===== src/rtl/usb_irq_pkg.sv =====
package usb_irq_pkg;

    localparam int REG_W = 32;

    localparam logic [7:0] OFS_SRC     = 8'h20;
    localparam logic [7:0] OFS_SRC_SET = 8'h24;
    localparam logic [7:0] OFS_SRC_CLR = 8'h28;
    localparam logic [7:0] OFS_MSK     = 8'h2C;
    localparam logic [7:0] OFS_MSK_SET = 8'h30;
    localparam logic [7:0] OFS_MSK_CLR = 8'h34;
    localparam logic [7:0] OFS_MASKED  = 8'h38;
    localparam logic [7:0] OFS_EOI     = 8'h3C;

    // one strobe per write target
    typedef struct packed {
        logic src_set;
        logic src_clr;
        logic msk_ld;
        logic msk_set;
        logic msk_clr;
        logic eoi;
    } wr_dec_t;

    typedef struct packed {
        logic [REG_W-1:0] src;
        logic [REG_W-1:0] msk;
    } reg_pair_t;

    typedef struct packed {
        logic irq;
        logic arm;
    } gate_t;

    function automatic logic [REG_W-1:0] field_mask(int lsb, int n);
        logic [REG_W-1:0] m;
        m = '0;
        for (int i = 0; i < REG_W; i++) begin
            if (i >= lsb && i < lsb + n) m[i] = 1'b1;
        end
        return m;
    endfunction

endpackage


===== src/rtl/usb_irq_pack.sv =====
module usb_irq_pack
    import usb_irq_pkg::*;
#(
    parameter int N_TX     = 5,
    parameter int N_RX     = 4,
    parameter int N_CORE   = 9,
    parameter int TX_LSB   = 0,
    parameter int RX_LSB   = 9,
    parameter int CORE_LSB = 16
) (
    input  logic [N_TX-1:0]   tx_evt,
    input  logic [N_RX-1:0]   rx_evt,
    input  logic [N_CORE-1:0] core_evt,
    output logic [REG_W-1:0]  evt_vec
);

    always_comb begin
        evt_vec = '0;
        for (int i = 0; i < N_TX; i++)   evt_vec[TX_LSB + i]   = tx_evt[i];
        for (int i = 0; i < N_RX; i++)   evt_vec[RX_LSB + i]   = rx_evt[i];
        for (int i = 0; i < N_CORE; i++) evt_vec[CORE_LSB + i] = core_evt[i];
    end

endmodule


===== src/rtl/usb_irq_bus.sv =====
module usb_irq_bus
    import usb_irq_pkg::*;
#(
    parameter int ADDR_W = 8
) (
    input  logic              bus_wr,
    input  logic [ADDR_W-1:0] bus_addr,
    input  logic [REG_W-1:0]  src,
    input  logic [REG_W-1:0]  msk,
    output wr_dec_t           dec,
    output logic [REG_W-1:0]  rdata
);

    localparam logic [ADDR_W-1:0] A_SRC     = ADDR_W'(OFS_SRC);
    localparam logic [ADDR_W-1:0] A_SRC_SET = ADDR_W'(OFS_SRC_SET);
    localparam logic [ADDR_W-1:0] A_SRC_CLR = ADDR_W'(OFS_SRC_CLR);
    localparam logic [ADDR_W-1:0] A_MSK     = ADDR_W'(OFS_MSK);
    localparam logic [ADDR_W-1:0] A_MSK_SET = ADDR_W'(OFS_MSK_SET);
    localparam logic [ADDR_W-1:0] A_MSK_CLR = ADDR_W'(OFS_MSK_CLR);
    localparam logic [ADDR_W-1:0] A_MASKED  = ADDR_W'(OFS_MASKED);
    localparam logic [ADDR_W-1:0] A_EOI     = ADDR_W'(OFS_EOI);

    always_comb begin
        dec         = '0;
        dec.src_set = bus_wr && (bus_addr == A_SRC_SET);
        dec.src_clr = bus_wr && (bus_addr == A_SRC_CLR);
        dec.msk_ld  = bus_wr && (bus_addr == A_MSK);
        dec.msk_set = bus_wr && (bus_addr == A_MSK_SET);
        dec.msk_clr = bus_wr && (bus_addr == A_MSK_CLR);
        dec.eoi     = bus_wr && (bus_addr == A_EOI);
    end

    always_comb begin
        unique case (bus_addr)
            A_SRC:    rdata = src;
            A_MSK:    rdata = msk;
            A_MASKED: rdata = src & msk;
            default:  rdata = '0;
        endcase
    end

endmodule


===== src/rtl/usb_irq_state.sv =====
module usb_irq_state
    import usb_irq_pkg::*;
#(
    parameter logic [REG_W-1:0] IMPL_MASK = '1
) (
    input  logic             clk,
    input  logic             rst_n,
    input  wr_dec_t          dec,
    input  logic [REG_W-1:0] wdata,
    input  logic [REG_W-1:0] evt_vec,
    output logic [REG_W-1:0] src_q,
    output logic [REG_W-1:0] msk_q
);

    reg_pair_t cur_q, nxt_d;

    always_comb begin
        nxt_d = cur_q;
        if (dec.src_set) nxt_d.src = nxt_d.src | wdata;
        if (dec.src_clr) nxt_d.src = nxt_d.src & ~wdata;
        nxt_d.src = (nxt_d.src | evt_vec) & IMPL_MASK;   // hardware wins
        if (dec.msk_ld)  nxt_d.msk = wdata;
        if (dec.msk_set) nxt_d.msk = nxt_d.msk | wdata;
        if (dec.msk_clr) nxt_d.msk = nxt_d.msk & ~wdata;
        nxt_d.msk = nxt_d.msk & IMPL_MASK;
    end

    always_ff @(posedge clk or negedge rst_n) begin
        if (!rst_n) cur_q <= '0;
        else        cur_q <= nxt_d;
    end

    assign src_q = cur_q.src;
    assign msk_q = cur_q.msk;

endmodule


===== src/rtl/usb_irq_gate.sv =====
module usb_irq_gate
    import usb_irq_pkg::*;
(
    input  logic clk,
    input  logic rst_n,
    input  logic pend_any,
    input  logic eoi,
    output logic irq_q,
    output logic arm_q
);

    gate_t cur_q, nxt_d;
    logic  rise_d;

    always_comb begin
        nxt_d  = cur_q;
        rise_d = !cur_q.irq && cur_q.arm && pend_any;
        if (cur_q.irq) begin
            nxt_d.irq = pend_any;
        end else if (rise_d) begin
            nxt_d.irq = 1'b1;
            nxt_d.arm = 1'b0;
        end
        if (eoi && !rise_d) nxt_d.arm = 1'b1;
    end

    always_ff @(posedge clk or negedge rst_n) begin
        if (!rst_n) begin
            cur_q.irq <= 1'b0;
            cur_q.arm <= 1'b1;
        end else begin
            cur_q <= nxt_d;
        end
    end

    assign irq_q = cur_q.irq;
    assign arm_q = cur_q.arm;

endmodule


===== src/rtl/usb_irq_gather.sv =====
module usb_irq_gather
    import usb_irq_pkg::*;
#(
    parameter int ADDR_W   = 8,
    parameter int N_TX     = 5,
    parameter int N_RX     = 4,
    parameter int N_CORE   = 9,
    parameter int TX_LSB   = 0,
    parameter int RX_LSB   = 9,
    parameter int CORE_LSB = 16
) (
    input  logic              clk,
    input  logic              rst_n,
    input  logic              bus_wr,
    input  logic [ADDR_W-1:0] bus_addr,
    input  logic [31:0]       bus_wdata,
    output logic [31:0]       bus_rdata,
    input  logic [N_TX-1:0]   tx_evt,
    input  logic [N_RX-1:0]   rx_evt,
    input  logic [N_CORE-1:0] core_evt,
    output logic              irq
);

    localparam logic [REG_W-1:0] IMPL_MASK = field_mask(TX_LSB, N_TX)
                                           | field_mask(RX_LSB, N_RX)
                                           | field_mask(CORE_LSB, N_CORE);

    wr_dec_t          dec;
    logic [REG_W-1:0] evt_vec;
    logic [REG_W-1:0] src_q;
    logic [REG_W-1:0] msk_q;
    logic             gate_arm;
    logic             pend_any;

    usb_irq_pack #(
        .N_TX(N_TX), .N_RX(N_RX), .N_CORE(N_CORE),
        .TX_LSB(TX_LSB), .RX_LSB(RX_LSB), .CORE_LSB(CORE_LSB)
    ) u_pack (
        .tx_evt(tx_evt), .rx_evt(rx_evt), .core_evt(core_evt), .evt_vec(evt_vec)
    );

    usb_irq_bus #(.ADDR_W(ADDR_W)) u_bus (
        .bus_wr(bus_wr), .bus_addr(bus_addr), .src(src_q), .msk(msk_q),
        .dec(dec), .rdata(bus_rdata)
    );

    usb_irq_state #(.IMPL_MASK(IMPL_MASK)) u_state (
        .clk(clk), .rst_n(rst_n), .dec(dec), .wdata(bus_wdata),
        .evt_vec(evt_vec), .src_q(src_q), .msk_q(msk_q)
    );

    assign pend_any = |(src_q & msk_q);

    usb_irq_gate u_gate (
        .clk(clk), .rst_n(rst_n), .pend_any(pend_any), .eoi(dec.eoi),
        .irq_q(irq), .arm_q(gate_arm)
    );

endmodule


===== config.mk =====
export PLATFORM = sky130hd
export DESIGN_NAME = usb_irq_gather
export DESIGN_NICKNAME = d
export VERILOG_FILES = /design/src/rtl/usb_irq_pkg.sv /design/src/rtl/usb_irq_pack.sv /design/src/rtl/usb_irq_bus.sv /design/src/rtl/usb_irq_state.sv /design/src/rtl/usb_irq_gate.sv /design/src/rtl/usb_irq_gather.sv
export SDC_FILE = /design/constraint.sdc
export NUM_CORES = 1
export LEC_CHECK = 0
export ABC_CLOCK_PERIOD_IN_PS = 1920
export BUFFER_PORTS_ARGS = -buffer_cell sky130_fd_sc_hd__buf_2
export CAP_MARGIN = 20
export CELL_PAD_IN_SITES_DETAIL_PLACEMENT = 0
export CELL_PAD_IN_SITES_GLOBAL_PLACEMENT = 1
export CORE_MARGIN = 2
export CORE_UTILIZATION = 35
export DETAILED_ROUTE_END_ITERATION = 7
export GPL_TIMING_DRIVEN = 0
export PLACE_DENSITY = 0.83
export SLEW_MARGIN = 15
export SYNTH_ARGS = -nofsm -noshare
export SYNTH_HDL_FRONTEND = slang
export SYNTH_SLANG_ARGS = --single-unit
export TNS_END_PERCENT = 50

===== constraint.sdc =====
create_clock -name clk -period 1.92 [get_ports clk]
set_clock_uncertainty 0.2 [all_clocks]
set_input_delay 0.096 -clock clk [delete_from_list [all_inputs] [get_ports clk]]
set_output_delay 0.096 -clock clk [all_outputs]
set_load 0.05 [all_outputs]

==> impl_metrics.json <==
{
  "path_clk_slew_ns": 0.08,
  "final_nets": 427,
  "worst-path-max-fanout": 10,
  "hold_path_depth": 4,
  "row_count": 29,
  "crit_family": "compound AO/OA/AOI/OAI gates",
  "grt_use_total_pct": 19.6,
  "start_kind": "primary input",
  "setup_viol": 0,
  "fin_cells": 444,
  "r2r-end": "u_gate.arm_q",
  "cts_tree": "yes",
  "synth_top_area_cell": "dfrtp_1",
  "drc": 0,
  "die-area_um2": 7270,
  "ys.warnings.count": 0,
  "clk_latency_ns": 0.29,
  "rr_worst_depth": 4,
  "cp-end-kind": "register",
  "wl_per_cell_um": 16.0,
  "synth.distinct_cells": 34,
  "root_buffer": "clkbuf_8",
  "synth_top_area_share_pct": 40.0,
  "path_class": "primary input to register",
  "min_from": "bus_addr[0]",
  "via_count": 2404,
  "worst_slack_ns": 0.0587,
  "whs_ns": 0.103,
  "crit_path_cell_trace": "buf_2, or4bb_1, a2111oi_4, buf_6, a22oi_1, a21oi_2",
  "power_density_nw_per_um2": 547,
  "tightest_slew_ns": 0.868,
  "grt_max_degree": 39,
  "holdCritPathClass": "primary input to register",
  "clockBufferDepth": 2,
  "grt_pass1_vias": 2308,
  "netlist_area_um2": 2310,
  "place.gp.congestion": 0.815,
  "drive_above_1_share_pct": 32.2,
  "cts_sinks": 38,
  "final.period_utilization_pct": 96.9,
  "gr-total-overflow": 0,
  "max_stage_delay_ns": 0.61,
  "critPathArrivalTime_ns": 1.89,
  "cts_buffers": 5,
  "syn_area_per_cell_um2": 9.55,
  "antennaDiodeCount": 0,
  "crit_buf_inv": 2,
  "io_buffers": 65,
  "viasPerCell": 5.41,
  "r2r_setup_slack_ns": 0.47,
  "slew_headroom_pct": 42.1,
  "synthCells": 242,
  "drv_slew": 0,
  "drt-pass1-iter-count": 4,
  "cp.required_ns": 1.95,
  "crit_slowest_cell": "a2111oi_4",
  "max-vdd-ir-drop_uv": 284,
  "ys_ff_latch": 38,
  "ant_nets": 0,
  "dp_cells": 397,
  "antenna_found_initial": 0,
  "synthToLayoutAreaGrowth_pct": 44.4,
  "yosys-top-cells-area": "dfrtp_1, a221o_1, a22oi_1",
  "finalWirelength_um": 7080,
  "hold_violations": 0,
  "place_ws_ns": -0.439,
  "dp_hpwl_um": 4650,
  "boundaryPins": 94,
  "die_w_um": 85.3,
  "outcome": "complete, no violations",
  "initial_core_util_pct": 36.2,
  "floorplan.die.height_um": 85.3,
  "r2r-start": "u_state.src_q[20]",
  "dr.first_iter.drc_count": 184,
  "holdPathEnd": "u_state.msk_q[1]",
  "htreeDepth": 2,
  "leakage_nw": 1.38,
  "maxCapViolations": 0,
  "seq_area_frac_synth_pct": 41.2,
  "grt_pass1_wl_um": 11400,
  "design.core.area_um2": 6390,
  "fin_crit_ns": 1.86,
  "fmax_ghz": 0.537
}
==> sequential cells by signal, indices dropped and copies added (netlist names) <==
register       count
u_state.src_q     18
u_state.msk_q     18
u_gate.irq_q       1
u_gate.arm_q       1
==> worst max path at each step <==
stage | from | to | slack [ns] | cells after the start
CTS | bus_addr[7] | bus_rdata[22] | 0.01 | 7
floorplan | bus_addr[7] | bus_rdata[0] | 0.03 | 5
finish | bus_addr[7] | u_state.msk_q[17] | 0.06 | 6
global route | bus_addr[7] | u_state.src_q[11] | -0.007 | 6
detailed placement | bus_addr[7] | bus_rdata[21] | -0.44 | 7
global placement | bus_addr[7] | bus_rdata[21] | -0.41 | 7
==> routing by layer <==
metal | track usage (%) | wire (um)
met3 | 3.11 | 377
met5 | 0 | 0
met4 | 6.35 | 121
met1 | 25.9 | 3090
met2 | 32.9 | 3500
==> where the power goes <==
group          switching [mW]  leakage, nW  internal [mW]
combinational           0.215        0.903          0.168
clock                   0.291       0.0482          0.290
sequential             0.0286        0.427          0.833
total                   0.534         1.38           1.29
==> what timing repair did <==
item                                    in CTS  in global routing
pin swaps                                    2                  1
endpoints found under the setup margin      18                 37
buffers inserted                             2                  2
resized for setup                           13                 10
hold buffers                                37                  0
endpoints found under the hold margin       73                  0
==> cells in the final DEF, fill, tap and decap left out, types with 10 or more instances in the layout <==
cell           Yosys  final
nand2_1           21     20
a22oi_1           21     21
dfrtp_1           37     37
nor4b_1           18     18
a211oi_1          18     18
conb_1             1     14
buf_2              2     58
a221o_1           18     18
dlygate4sd3_1      0     37
buf_4             15     26
a21oi_2           10     10
nor2_1            39     39
==> stage by stage <==
stage                     utilization (%)  total power [mW]  setup TNS, ns  cell area [um2]
after floorplan                         -              1.07              0             2360
after global placement               43.6              1.18          -9.54             2780
after detailed placement             43.6              1.19         -10.91             2780
after CTS                            51.4              1.82              0             3280
after global routing                 52.3              1.91        -0.0110             3340
final                                52.3              1.83              0             3340
==> synthesized netlist by cell type <==
cell type and number:
or4b_2 1, nand2_1 21, clkbuf_1 7, nand3_1 1
a21oi_1 8, nand4_1 5, a211oi_1 18, a221o_1 18
nor2b_1 1, nor2_2 1, dfrtp_1 37, a2111oi_4 1
a22oi_1 21, nor2_1 39, nor4bb_1 2, nand3b_1 1
nor3_1 1, buf_4 15, a21oi_2 10, dfstp_2 1
or3b_1 1, and4_1 1, nor3b_1 2, a211o_1 1
nor3_4 1, or4bb_1 1, buf_6 1, nor4b_1 18
nor4_1 1, conb_1 1, buf_2 2, and3_1 1
inv_1 1, a41oi_1 1
==> final cells by class <==
cell class | instances | area, um2
flip-flops and latches | 38 | 952
repair buffers | 106 | 748
inverters | 1 | 3.75
plain buffers | 23 | 155
multi-input cells | 191 | 1290
clock inverters | 1 | 5.00
well taps | 77 | 96.3
clock buffers | 7 | 86.3
fillers | 593 | 3050
==> worst reg2reg max path, stage by stage (launching register included) <==
cell and delay [ns]:
dfrtp_1 0.42, a22oi_1 0.29, nand4_1 0.14, nor4_1 0.21, a211o_1 0.14
==> logic make-up after synthesis <==
group | after synthesis | synth area share, %
buffers and inverters | 26 | 7.09
other | 1 | 0.162
and+or+nand+nor | 99 | 23.6
DFF | 38 | 41.2
AOI/OAI and AO/OA | 78 | 27.9
Note: power is estimated with default switching activity, not from simulation.
